**src/rtl/soch_pkg.sv**
```systemverilog
package soch_pkg;
  localparam int STATUS_W = 3;

  typedef struct packed {
    logic clearAll;
    logic loadData;
  } dpStrobe_t;
endpackage

```
**src/rtl/soch_sync.sv**
```systemverilog
module soch_sync #(
  parameter int WIDTH     = 2,
  parameter int STAGES    = 2,
  parameter bit RESET_VAL = 1'b1
) (
  input  logic             clk,
  input  logic             rst,
  input  logic [WIDTH-1:0] asyncIn,
  output logic [WIDTH-1:0] syncOut
);
  logic [WIDTH-1:0] pipe [STAGES];

  always_ff @(posedge clk or posedge rst) begin
    if (rst) pipe[0] <= {WIDTH{RESET_VAL}};
    else     pipe[0] <= asyncIn;
  end

  for (genvar s = 1; s < STAGES; s++) begin : g_stage
    always_ff @(posedge clk or posedge rst) begin
      if (rst) pipe[s] <= {WIDTH{RESET_VAL}};
      else     pipe[s] <= pipe[s-1];
    end
  end

  assign syncOut = pipe[STAGES-1];
endmodule

```
**src/rtl/soch_ctrl.sv**
```systemverilog
module soch_ctrl
  import soch_pkg::*;
(
  input  logic      clk,
  input  logic      rst,
  input  logic      wrSync,
  input  logic      ackSync,
  input  logic      modeWrite,
  input  logic      inteSet,
  input  logic      inteClr,
  output dpStrobe_t strobe,
  output logic      fullQ,
  output logic      inteQ,
  output logic      intrQ
);
  logic wrPrev;
  logic wrRise;

  assign wrRise = wrSync & ~wrPrev;

  assign strobe.clearAll = modeWrite;
  assign strobe.loadData = wrRise;

  always_ff @(posedge clk or posedge rst) begin
    if (rst) wrPrev <= 1'b1;
    else     wrPrev <= wrSync;
  end

  // buffer-full flag: mode clear, then write, then acknowledge
  always_ff @(posedge clk or posedge rst) begin
    if (rst)            fullQ <= 1'b0;
    else if (modeWrite) fullQ <= 1'b0;
    else if (wrRise)    fullQ <= 1'b1;
    else if (!ackSync)  fullQ <= 1'b0;
  end

  // interrupt enable: clear wins over set
  always_ff @(posedge clk or posedge rst) begin
    if (rst)                        inteQ <= 1'b0;
    else if (modeWrite || inteClr)  inteQ <= 1'b0;
    else if (inteSet)               inteQ <= 1'b1;
  end

  // interrupt: raised when the channel is idle and emptied, dropped while the write strobe is low
  always_ff @(posedge clk or posedge rst) begin
    if (rst) intrQ <= 1'b0;
    else     intrQ <= ~modeWrite & inteQ & wrSync & ackSync & ~fullQ;
  end

  a_r2_write_sets: assert property (@(posedge clk) disable iff (rst)
    (wrRise && !modeWrite) |=> fullQ);

  a_r3_ack_clears: assert property (@(posedge clk) disable iff (rst)
    (!ackSync && !wrRise && !modeWrite) |=> !fullQ);

  a_r5_wr_low_drops_intr: assert property (@(posedge clk) disable iff (rst)
    (!wrSync) |=> !intrQ);

  a_r6_mask_blocks_intr: assert property (@(posedge clk) disable iff (rst)
    (!inteQ) |=> !intrQ);

  a_r7_mode_clears: assert property (@(posedge clk) disable iff (rst)
    modeWrite |=> (!fullQ && !inteQ && !intrQ));
endmodule

```
**src/rtl/soch_datapath.sv**
```systemverilog
module soch_datapath
  import soch_pkg::*;
#(
  parameter int DATA_W = 8
) (
  input  logic              clk,
  input  logic              rst,
  input  dpStrobe_t         strobe,
  input  logic [DATA_W-1:0] cpuData,
  output logic [DATA_W-1:0] dataQ
);
  always_ff @(posedge clk or posedge rst) begin
    if (rst)                  dataQ <= '0;
    else if (strobe.clearAll) dataQ <= '0;
    else if (strobe.loadData) dataQ <= cpuData;
  end

  a_r2_latch_loads: assert property (@(posedge clk) disable iff (rst)
    (strobe.loadData && !strobe.clearAll) |=> (dataQ == $past(cpuData)));

  a_r7_latch_cleared: assert property (@(posedge clk) disable iff (rst)
    strobe.clearAll |=> (dataQ == '0));
endmodule

```
**src/rtl/strobe_out_channel.sv**
```systemverilog
module strobe_out_channel
  import soch_pkg::*;
#(
  parameter int DATA_W      = 8,
  parameter int SYNC_STAGES = 2,
  parameter bit BIDIR       = 1'b0,
  parameter bit GROUP_B     = 1'b0
) (
  input  logic                clk,
  input  logic                rst,
  input  logic                cpuWrN,
  input  logic [DATA_W-1:0]   cpuData,
  input  logic                ackN,
  input  logic                modeWrite,
  input  logic                inteSet,
  input  logic                inteClr,
  output logic                obfN,
  output logic [DATA_W-1:0]   portOut,
  output logic                portOe,
  output logic                intr,
  output logic [STATUS_W-1:0] status
);
  logic [1:0] syncVec;
  logic       wrSync;
  logic       ackSync;
  dpStrobe_t  strobe;
  logic       fullQ;
  logic       inteQ;
  logic       intrQ;

  soch_sync #(.WIDTH(2), .STAGES(SYNC_STAGES), .RESET_VAL(1'b1)) u_sync (
    .clk(clk), .rst(rst), .asyncIn({cpuWrN, ackN}), .syncOut(syncVec)
  );
  assign wrSync  = syncVec[1];
  assign ackSync = syncVec[0];

  soch_ctrl u_ctrl (
    .clk(clk), .rst(rst), .wrSync(wrSync), .ackSync(ackSync),
    .modeWrite(modeWrite), .inteSet(inteSet), .inteClr(inteClr),
    .strobe(strobe), .fullQ(fullQ), .inteQ(inteQ), .intrQ(intrQ)
  );

  soch_datapath #(.DATA_W(DATA_W)) u_dp (
    .clk(clk), .rst(rst), .strobe(strobe), .cpuData(cpuData), .dataQ(portOut)
  );

  assign obfN = ~fullQ;
  assign intr = intrQ;

  if (BIDIR) begin : g_bidir
    assign portOe = ~ackSync;
  end else begin : g_uni
    assign portOe = 1'b1;
  end

  if (GROUP_B) begin : g_statB
    assign status = {inteQ, ~fullQ, intrQ};
  end else begin : g_statA
    assign status = {~fullQ, inteQ, intrQ};
  end

  a_r1_idle_after_reset: assert property (@(posedge clk)
    $fell(rst) |-> (obfN && !intr && portOut == '0));
endmodule

```
**config.mk**
```make
export PLATFORM = sky130hd
export DESIGN_NAME = strobe_out_channel
export DESIGN_NICKNAME = d
export VERILOG_FILES = /design/src/rtl/soch_pkg.sv /design/src/rtl/soch_sync.sv /design/src/rtl/soch_ctrl.sv /design/src/rtl/soch_datapath.sv /design/src/rtl/strobe_out_channel.sv
export SDC_FILE = /design/constraint.sdc
export NUM_CORES = 1
export LEC_CHECK = 0
export BUFFER_PORTS_ARGS = -buffer_cell sky130_fd_sc_hd__buf_2
export CAP_MARGIN = 20
export CORE_UTILIZATION = 49
export CTS_BUF_LIST = sky130_fd_sc_hd__clkbuf_4
export DETAILED_ROUTE_END_ITERATION = 8
export PLACE_DENSITY = 0.86
export SYNTH_ARGS = -nofsm -noshare
export SYNTH_HDL_FRONTEND = slang
export SYNTH_SLANG_ARGS = --single-unit
```
**constraint.sdc**
```tcl
create_clock -name clk -period 1.81 [get_ports clk]
set_input_delay 0.0905 -clock clk [delete_from_list [all_inputs] [get_ports clk]]
set_output_delay 0.0905 -clock clk [all_outputs]
set_load 0.02 [all_outputs]
```
-- Word-level counts from Yosys, hierarchy flattened
Cells that the tools add are included.
- reduce and logical (&&, ||, !) cells: 3
- muxes and demuxes: 7
- eq/ne operators: 1
- bitwise gates (word level): 8
- operators by type and width (kind ; count):
    $mux W8 ; 2
    $and A1 B1 Y1 ; 5
    $mux W1 ; 5
    $reduce_bool A2 Y1 ; 2
    $ne A3 B2 Y1 const B ; 1
    $not A1 Y1 ; 3
    $logic_or A1 B1 Y1 ; 1
- input bits: 15
- register bits after elaboration: 16

-- Depth between registers and ports, before layout
Gate-level depths: netlist (run 1).
- word-level depth: 5
- depth in mapped cells: 3
- depth with buffers taken out: 2

-- Hierarchy
A second synthesis (run 1) with hierarchy kept.
- cells, all modules: 55
- area total of the unflattened synthesis: 650.6 um^2
- by module, submodules not included (module ; instances ; sequential area each (um^2) ; area an instance (um^2) ; cells an instance):
    soch_datapath ; 1 ; 200.2 ; 329.1 ; 27
    soch_ctrl ; 1 ; 101.3 ; 160.2 ; 15
    soch_sync ; 1 ; 105.1 ; 123.9 ; 7
    strobe_out_channel ; 1 ; 0.0 ; 37.5 ; 6

-- Worst setup path after synthesis (run 1)
OpenSTA, ideal clock, no wires.
- path kind: flip-flop to flip-flop
- from: register u_sync.pipe (netlist bit u_sync.syncOut[1])
- to: register u_dp.dataQ[0]
- setup slack: 0.719 ns
- arrival: 0.970 ns
- period minus slack after synthesis: 1.091 ns
- path buffers: 1
- library setup time: 0.121 ns
- cell stages (with the launch flop): 4
- cells stage by stage: dfstp_2 buf_4 and2b_4 o21ai_2
- word-level cells in the longest chain between the ends: 2
- ends and longest elaborated chain (element ; RTL line ; RTL):
    start, declared ; soch_sync.sv:11 ; logic [WIDTH-1:0] pipe [STAGES];
    start signal, assigned by index ; soch_sync.sv:20 ; if (rst) pipe[s] <= {WIDTH{RESET_VAL}};
    start signal, assigned by index ; soch_sync.sv:21 ; else pipe[s] <= pipe[s-1];
    $and A1 B1 Y1 ; soch_ctrl.sv:19 ; assign wrRise = wrSync & ~wrPrev;
    $reduce_bool A2 Y1 (no line) ; n/a ;
    end signal, assigned ; soch_datapath.sv:15 ; else if (strobe.loadData) dataQ <= cpuData;
    end, declared ; soch_datapath.sv:10 ; output logic [DATA_W-1:0] dataQ
No other way between the ends.
A chain may end at the register's enable or synchronous reset.

-- Worst setup path after layout (run 1)
Same ends and word-level chain as after synthesis.

==> results of run 1 <==
==> power breakdown <==
part	switching, W	total (W)	internal (W)
combinational	0.0000508	0.0000954	0.0000447
sequential	0.0000134	0.000392	0.000378
clock	0.000109	0.000189	0.0000801
==> what timing repair did <==
action / CTS / global route
hold buffers: 4 / 0
endpoints found under the hold margin: 14 / 0
buffers inserted: 0 / 0
==> through the flow <==
stage	util	worst slack [ps]
detailed placement	0.629	662
CTS	0.678	647
global placement	0.629	695
global route	0.678	618
finish	0.678	651
floorplan	-	719
==> cell usage in the layout, fill, tap and decap left out <==
cell,count
buf_2,27
dfrtp_1,11
nand2b_1,9
o21ai_2,8
nand4bb_1,6
dfstp_2,5
dlygate4sd3_1,4
clkbuf_4,3
inv_1,2
nor2_1,2
nand4bb_2,2
nand2_1,1
a21oi_1,1
and2b_4,1
nand4b_1,1
nor3_1,1
conb_1,1
clkinv_1,1
==> cells in the mapped netlist <==
cell type | n | share of area
nor3_1 | 1 | 0.0069
nand2b_1 | 9 | 0.077
nand4b_1 | 1 | 0.012
nand4bb_1 | 6 | 0.093
dfrtp_1 | 11 | 0.38
dfstp_2 | 5 | 0.18
nand4bb_2 | 2 | 0.045
conb_1 | 1 | 0.0052
a21oi_1 | 1 | 0.0069
and2b_4 | 1 | 0.014
o21ai_2 | 8 | 0.096
inv_1 | 2 | 0.010
buf_2 | 1 | 0.0069
nor2_1 | 2 | 0.010
buf_4 | 5 | 0.052
nand2_1 | 1 | 0.0052
==> kinds of logic (layout without fill, tap and decap cells) <==
kind of cell | after synthesis | in the layout | share of synthesized area
buffers and inverters | 8 | 37 | 0.0688
AND/OR/NAND/NOR | 23 | 23 | 0.263
AO/OA/AOI/OAI | 9 | 9 | 0.103
other | 1 | 1 | 0.00516
flip-flops | 16 | 16 | 0.559
==> worst paths after layout <==
check	start	to	slack (ps)	depth (start not counted)
min in group asynchronous	rst	u_dp.dataQ[3]	410	3
setup / recovery	u_sync.syncOut[1]	u_dp.dataQ[0]	650	2
hold reg to reg	u_sync.pipe[2]	u_sync.syncOut[0]	360	0
hold / removal	cpuData[5]	u_dp.dataQ[5]	70	3
setup reg to reg	u_sync.syncOut[1]	u_dp.dataQ[0]	650	2
max in group asynchronous	rst	u_ctrl.wrPrev	1030	3
==> critical path: cells and delay by family (launching register included) <==
family          cells  cell delay, ps
compound gates      1              80
simple gates        1             290
flops               1             680
==> area by class of cell <==
| type | count | area (um2) |
|---|---|---|
| Clock buffer | 3 | 22.5 |
| Fill cell | 111 | 429 |
| Clock inverter | 1 | 3.75 |
| Inverter | 2 | 7.51 |
| Timing Repair Buffer | 31 | 175 |
| Multi-Input combinational cell | 33 | 270 |
| Sequential cell | 16 | 407 |
| Tap cell | 15 | 18.8 |
==> state kept, by name, indices dropped and copies added, names as in the netlist <==
register,cells
u_sync.syncOut,2
u_ctrl.inteQ,1
u_ctrl.intrQ,1
u_ctrl.fullQ,1
u_ctrl.wrPrev,1
u_sync.pipe,2
u_dp.dataQ,8
==> per-layer routing <==
layer,track usage,vias to the layer above
met5,0,-
met4,0.125,0
met3,0.0833,2
met2,0.302,29
met1,0.228,237
li1,-,249
==> results.yml, run 1 <==
timing:
  setup_viol: 0
  hold_viol: 0
  fin_hold_ws_ps: 69.2
  fin_crit_sh: 0.640
  period_minus_slack_ps: 1160
  rsz0062_at_grt: "false"
  clock.fmax_ghz: 0.863
  tightest_slew_ps: 569
  clock_skew_ps: 0.577
  finalSetupTns_ps: 0
  slew_headroom: 0.620
  slew_viol_final: 0
global_route:
  grt_pass1_vias: 453
  globalRoute.totalOverflow: 0
  antenna_found_initial: 0
  grt_use_total: 0.199
  grt_max_degree: 20
  grt_pass1_wl_um: 1970
synth:
  ys_seq_area_frac: 0.559
  ys_ff_latch: 16
  synth_cell_types: 16
  netlist_instances: 57
  syn_avg_cell_area_um2: 12.8
  yosys_warnings: 0
  synth_fp_nets: 72
  synth_area_um2: 727
die:
  die_width_um: 40.5
  io-pin-count: 29
  die_y_um: 40.5
  num_rows: 13
  dieArea_um2: 1640
  start_util: 0.545
  core_um2: 1330
cells_and_area:
  drive_above_1_share: 0.535
  diodes: 0
  num-nets-final: 102
  finalNonFillerCells: 101
  design_area_um2: 905
  area_growth_syn_to_layout_pct: 24.4
critical_path:
  crit_path_cell_trace: "and2b_4 > o21ai_2"
  slowest_stage: "dfstp_2"
  criticalPathCategory: "reg2reg"
  cp-start-kind: "flip-flop"
  worstPathRequired_ps: 1990
  cp_slowest_stage_delay_ps: 680
  crit_path_max_fanout: 12
  endpoint_kind: "flip-flop"
  arrival_ps: 1340
detailed_routing:
  ant_nets: 0
  wirelength_um: 1280
  drc: 0
  dr_wl_met2_um: 632
  highest-signal-layer: "met4"
  dr.pass1.iters: 4
  wl_per_cell_um: 12.6
  via_per_inst: 5.12
  drt-met1-wl_um: 531
  vias: 517
  drt_iter0_drc: 8
  wl_met3_um: 104
placement:
  portBuffers: 27
  finalWeightedCongestion: 0.788
  placed_cells_incl_taps: 93
  post_dp_cell_area_um2: 838
  post-dp-hpwl_um: 917
flow_run:
  drv_cap: 0
clock_tree:
  clk_path_buf_depth: 2
  clk_pin_slew_ps: 90
  cts.sinks: 16
  insertion_delay_ps: 280
  root_buffer: "clkbuf_4"
  cts_tree: "yes"
  h-tree-depth: 1
  cts_inserted_buffers: 3
  cts_resized: 0
power:
  p_leak_nw: 0.437
  p_total_w: 0.000676
  ir_drop_v: 0.000537
  powerDensity_nw_per_um2: 748
min_path:
  hold_path.class: "in2reg"
status:
  outcome: "complete, no violations"
Note: power is estimated with default switching activity, not from simulation.
==> inputs of run 2 (changes only) <==
--- a/config.mk
+++ b/config.mk
@@ -7,10 +7,10 @@
 export LEC_CHECK = 0
 export BUFFER_PORTS_ARGS = -buffer_cell sky130_fd_sc_hd__buf_2
 export CAP_MARGIN = 20
-export CORE_UTILIZATION = 49
+export CORE_UTILIZATION = 48
 export CTS_BUF_LIST = sky130_fd_sc_hd__clkbuf_4
 export DETAILED_ROUTE_END_ITERATION = 8
-export PLACE_DENSITY = 0.86
+export PLACE_DENSITY = 0.84
 export SYNTH_ARGS = -nofsm -noshare
 export SYNTH_HDL_FRONTEND = slang
 export SYNTH_SLANG_ARGS = --single-unit
==> constraint.sdc (replaced) <==
create_clock -name clk -period 1.15 [get_ports clk]
set_input_delay 0.0575 -clock clk [delete_from_list [all_inputs] [get_ports clk]]
set_output_delay 0.0575 -clock clk [all_outputs]
set_load 0.02 [all_outputs]
==> results.yml, run 2 (synthesis results as in run 1) <==
timing:
  clock.fmax_ghz: 0.921
  setup_viol: 0
  tightest_slew_ps: 600
  slew_viol_final: 0
  period_minus_slack_ps: 1090
  fin_hold_ws_ps: 35.9
  rsz0062_at_grt: "false"
  fin_crit_sh: 0.944
  hold_viol: 0
  slew_headroom: 0.599
  finalSetupTns_ps: 0
  clock_skew_ps: 8.89
global_route:
  grt_max_degree: 20
  grt_pass1_wl_um: 1800
  antenna_found_initial: 0
  grt_pass1_vias: 434
  grt_use_total: 0.175
  globalRoute.totalOverflow: 0
critical_path:
  endpoint_kind: "flip-flop"
  arrival_ps: 1300
  r2r-start: "u_ctrl.wrPrev"
  crit_path_max_fanout: 10
  r2r_end: "u_dp.dataQ[1]"
  cp-start-kind: "flip-flop"
  ff2ff_path_depth: 2
  regToRegSetupSlack_ps: 60
  worstPathRequired_ps: 1370
  criticalPathCategory: "reg2reg"
power:
  p_leak_nw: 0.444
  powerDensity_nw_per_um2: 1190
  p_total_w: 0.00109
  ir_drop_v: 0.000893
min_path:
  hold_path_end: "u_dp.dataQ[4]"
  hold_start: "cpuData[4]"
  hold_path.class: "in2reg"
  hold_depth: 3
detailed_routing:
  via_per_inst: 4.96
  drc: 0
  drt_iter0_drc: 5
  wl_per_cell_um: 12.3
  dr.pass1.iters: 3
  vias: 506
  wirelength_um: 1250
  ant_nets: 0
placement:
  finalWeightedCongestion: 0.686
  post-dp-hpwl_um: 889
  portBuffers: 27
status:
  outcome: "complete, no violations"
flow_run:
  drv_cap: 0
die:
  core_um2: 1350
  die_width_um: 40.9
  start_util: 0.538
  dieArea_um2: 1670
  die_y_um: 40.9
  num_rows: 13
  io-pin-count: 29
clock_tree:
  cts_inserted_buffers: 3
  root_buffer: "clkbuf_4"
  insertion_delay_ps: 280
  clk_path_buf_depth: 2
  cts_tree: "yes"
  post_cts_buffers: 0
  cts_resized: 0
  clk_pin_slew_ps: 90
  h-tree-depth: 1
  cts.sinks: 16
cells_and_area:
  area_growth_syn_to_layout_pct: 26.0
  drive_above_1_share: 0.552
  fin_util: 0.678
  num-nets-final: 103
  largest_register_ffs: 8
  diodes: 0
  final_common_cell: "buf_2"
  num-fill-cells: 112
  final_cell_mix: "buf_2 (27), dfrtp_1 (11), nand2b_1 (9)"
  top_register: "u_dp.dataQ"
run 2: repair_timing:
action	4_1_cts	5_1_grt
hold buffers	4	0
setup endpoints to repair	0	0
hold endpoints to repair	14	0
run 2: worst max path at each step:
stage                            from             to  slack [ps]
floorplan           u_sync.syncOut[1]  u_dp.dataQ[0]          60
global placement        u_ctrl.wrPrev  u_dp.dataQ[1]         120
global route            u_ctrl.wrPrev  u_dp.dataQ[1]          20
CTS                     u_ctrl.wrPrev  u_dp.dataQ[0]          70
detailed placement      u_ctrl.wrPrev  u_dp.dataQ[1]         100
finish                  u_ctrl.wrPrev  u_dp.dataQ[1]          60
run 2: per-stage QoR:
stage	setup slack [ps]	instance area [um2]	instances
4_1_cts	66.1	916	102
3_5_place_dp	95.7	846	94
3_3_place_gp	115	846	94
5_1_grt	18.9	916	102
2_1_floorplan	58.9	727	57
6_report	64.4	916	102
run 2: final cells by class:
type / count / area (um2) / share of cell area
flip-flops and latches: 16 / 407 / 0.444
multi-input cells: 33 / 270 / 0.295
repair buffers: 32 / 183 / 0.199
clock buffers: 4 / 30.0 / 0.0328
well taps: 15 / 18.8 / 0.0205
inverters: 2 / 7.51 / 0.00820
run 2: routing by layer:
metal  vias to the layer above  track usage  wire length, um
met5                         -            0                0
met4                         0        0.100                0
met3                         0       0.0489               51
met2                        16        0.273              618
met1                       237        0.213              583
li1                        253            -                -
run 2: report_power, final:
group / internal, W / total (W) / switching (W)
Combinational: 0.0000725 / 0.000155 / 0.0000827
Sequential: 0.000596 / 0.000614 / 0.0000182
Clock: 0.000158 / 0.000325 / 0.000167
Total: 0.000826 / 0.00109 / 0.000268
run 2: worst max-delay path: stages (launching register included):
cell     delay, ps
dfstp_2        600
and2b_4        260
o21ai_2        150
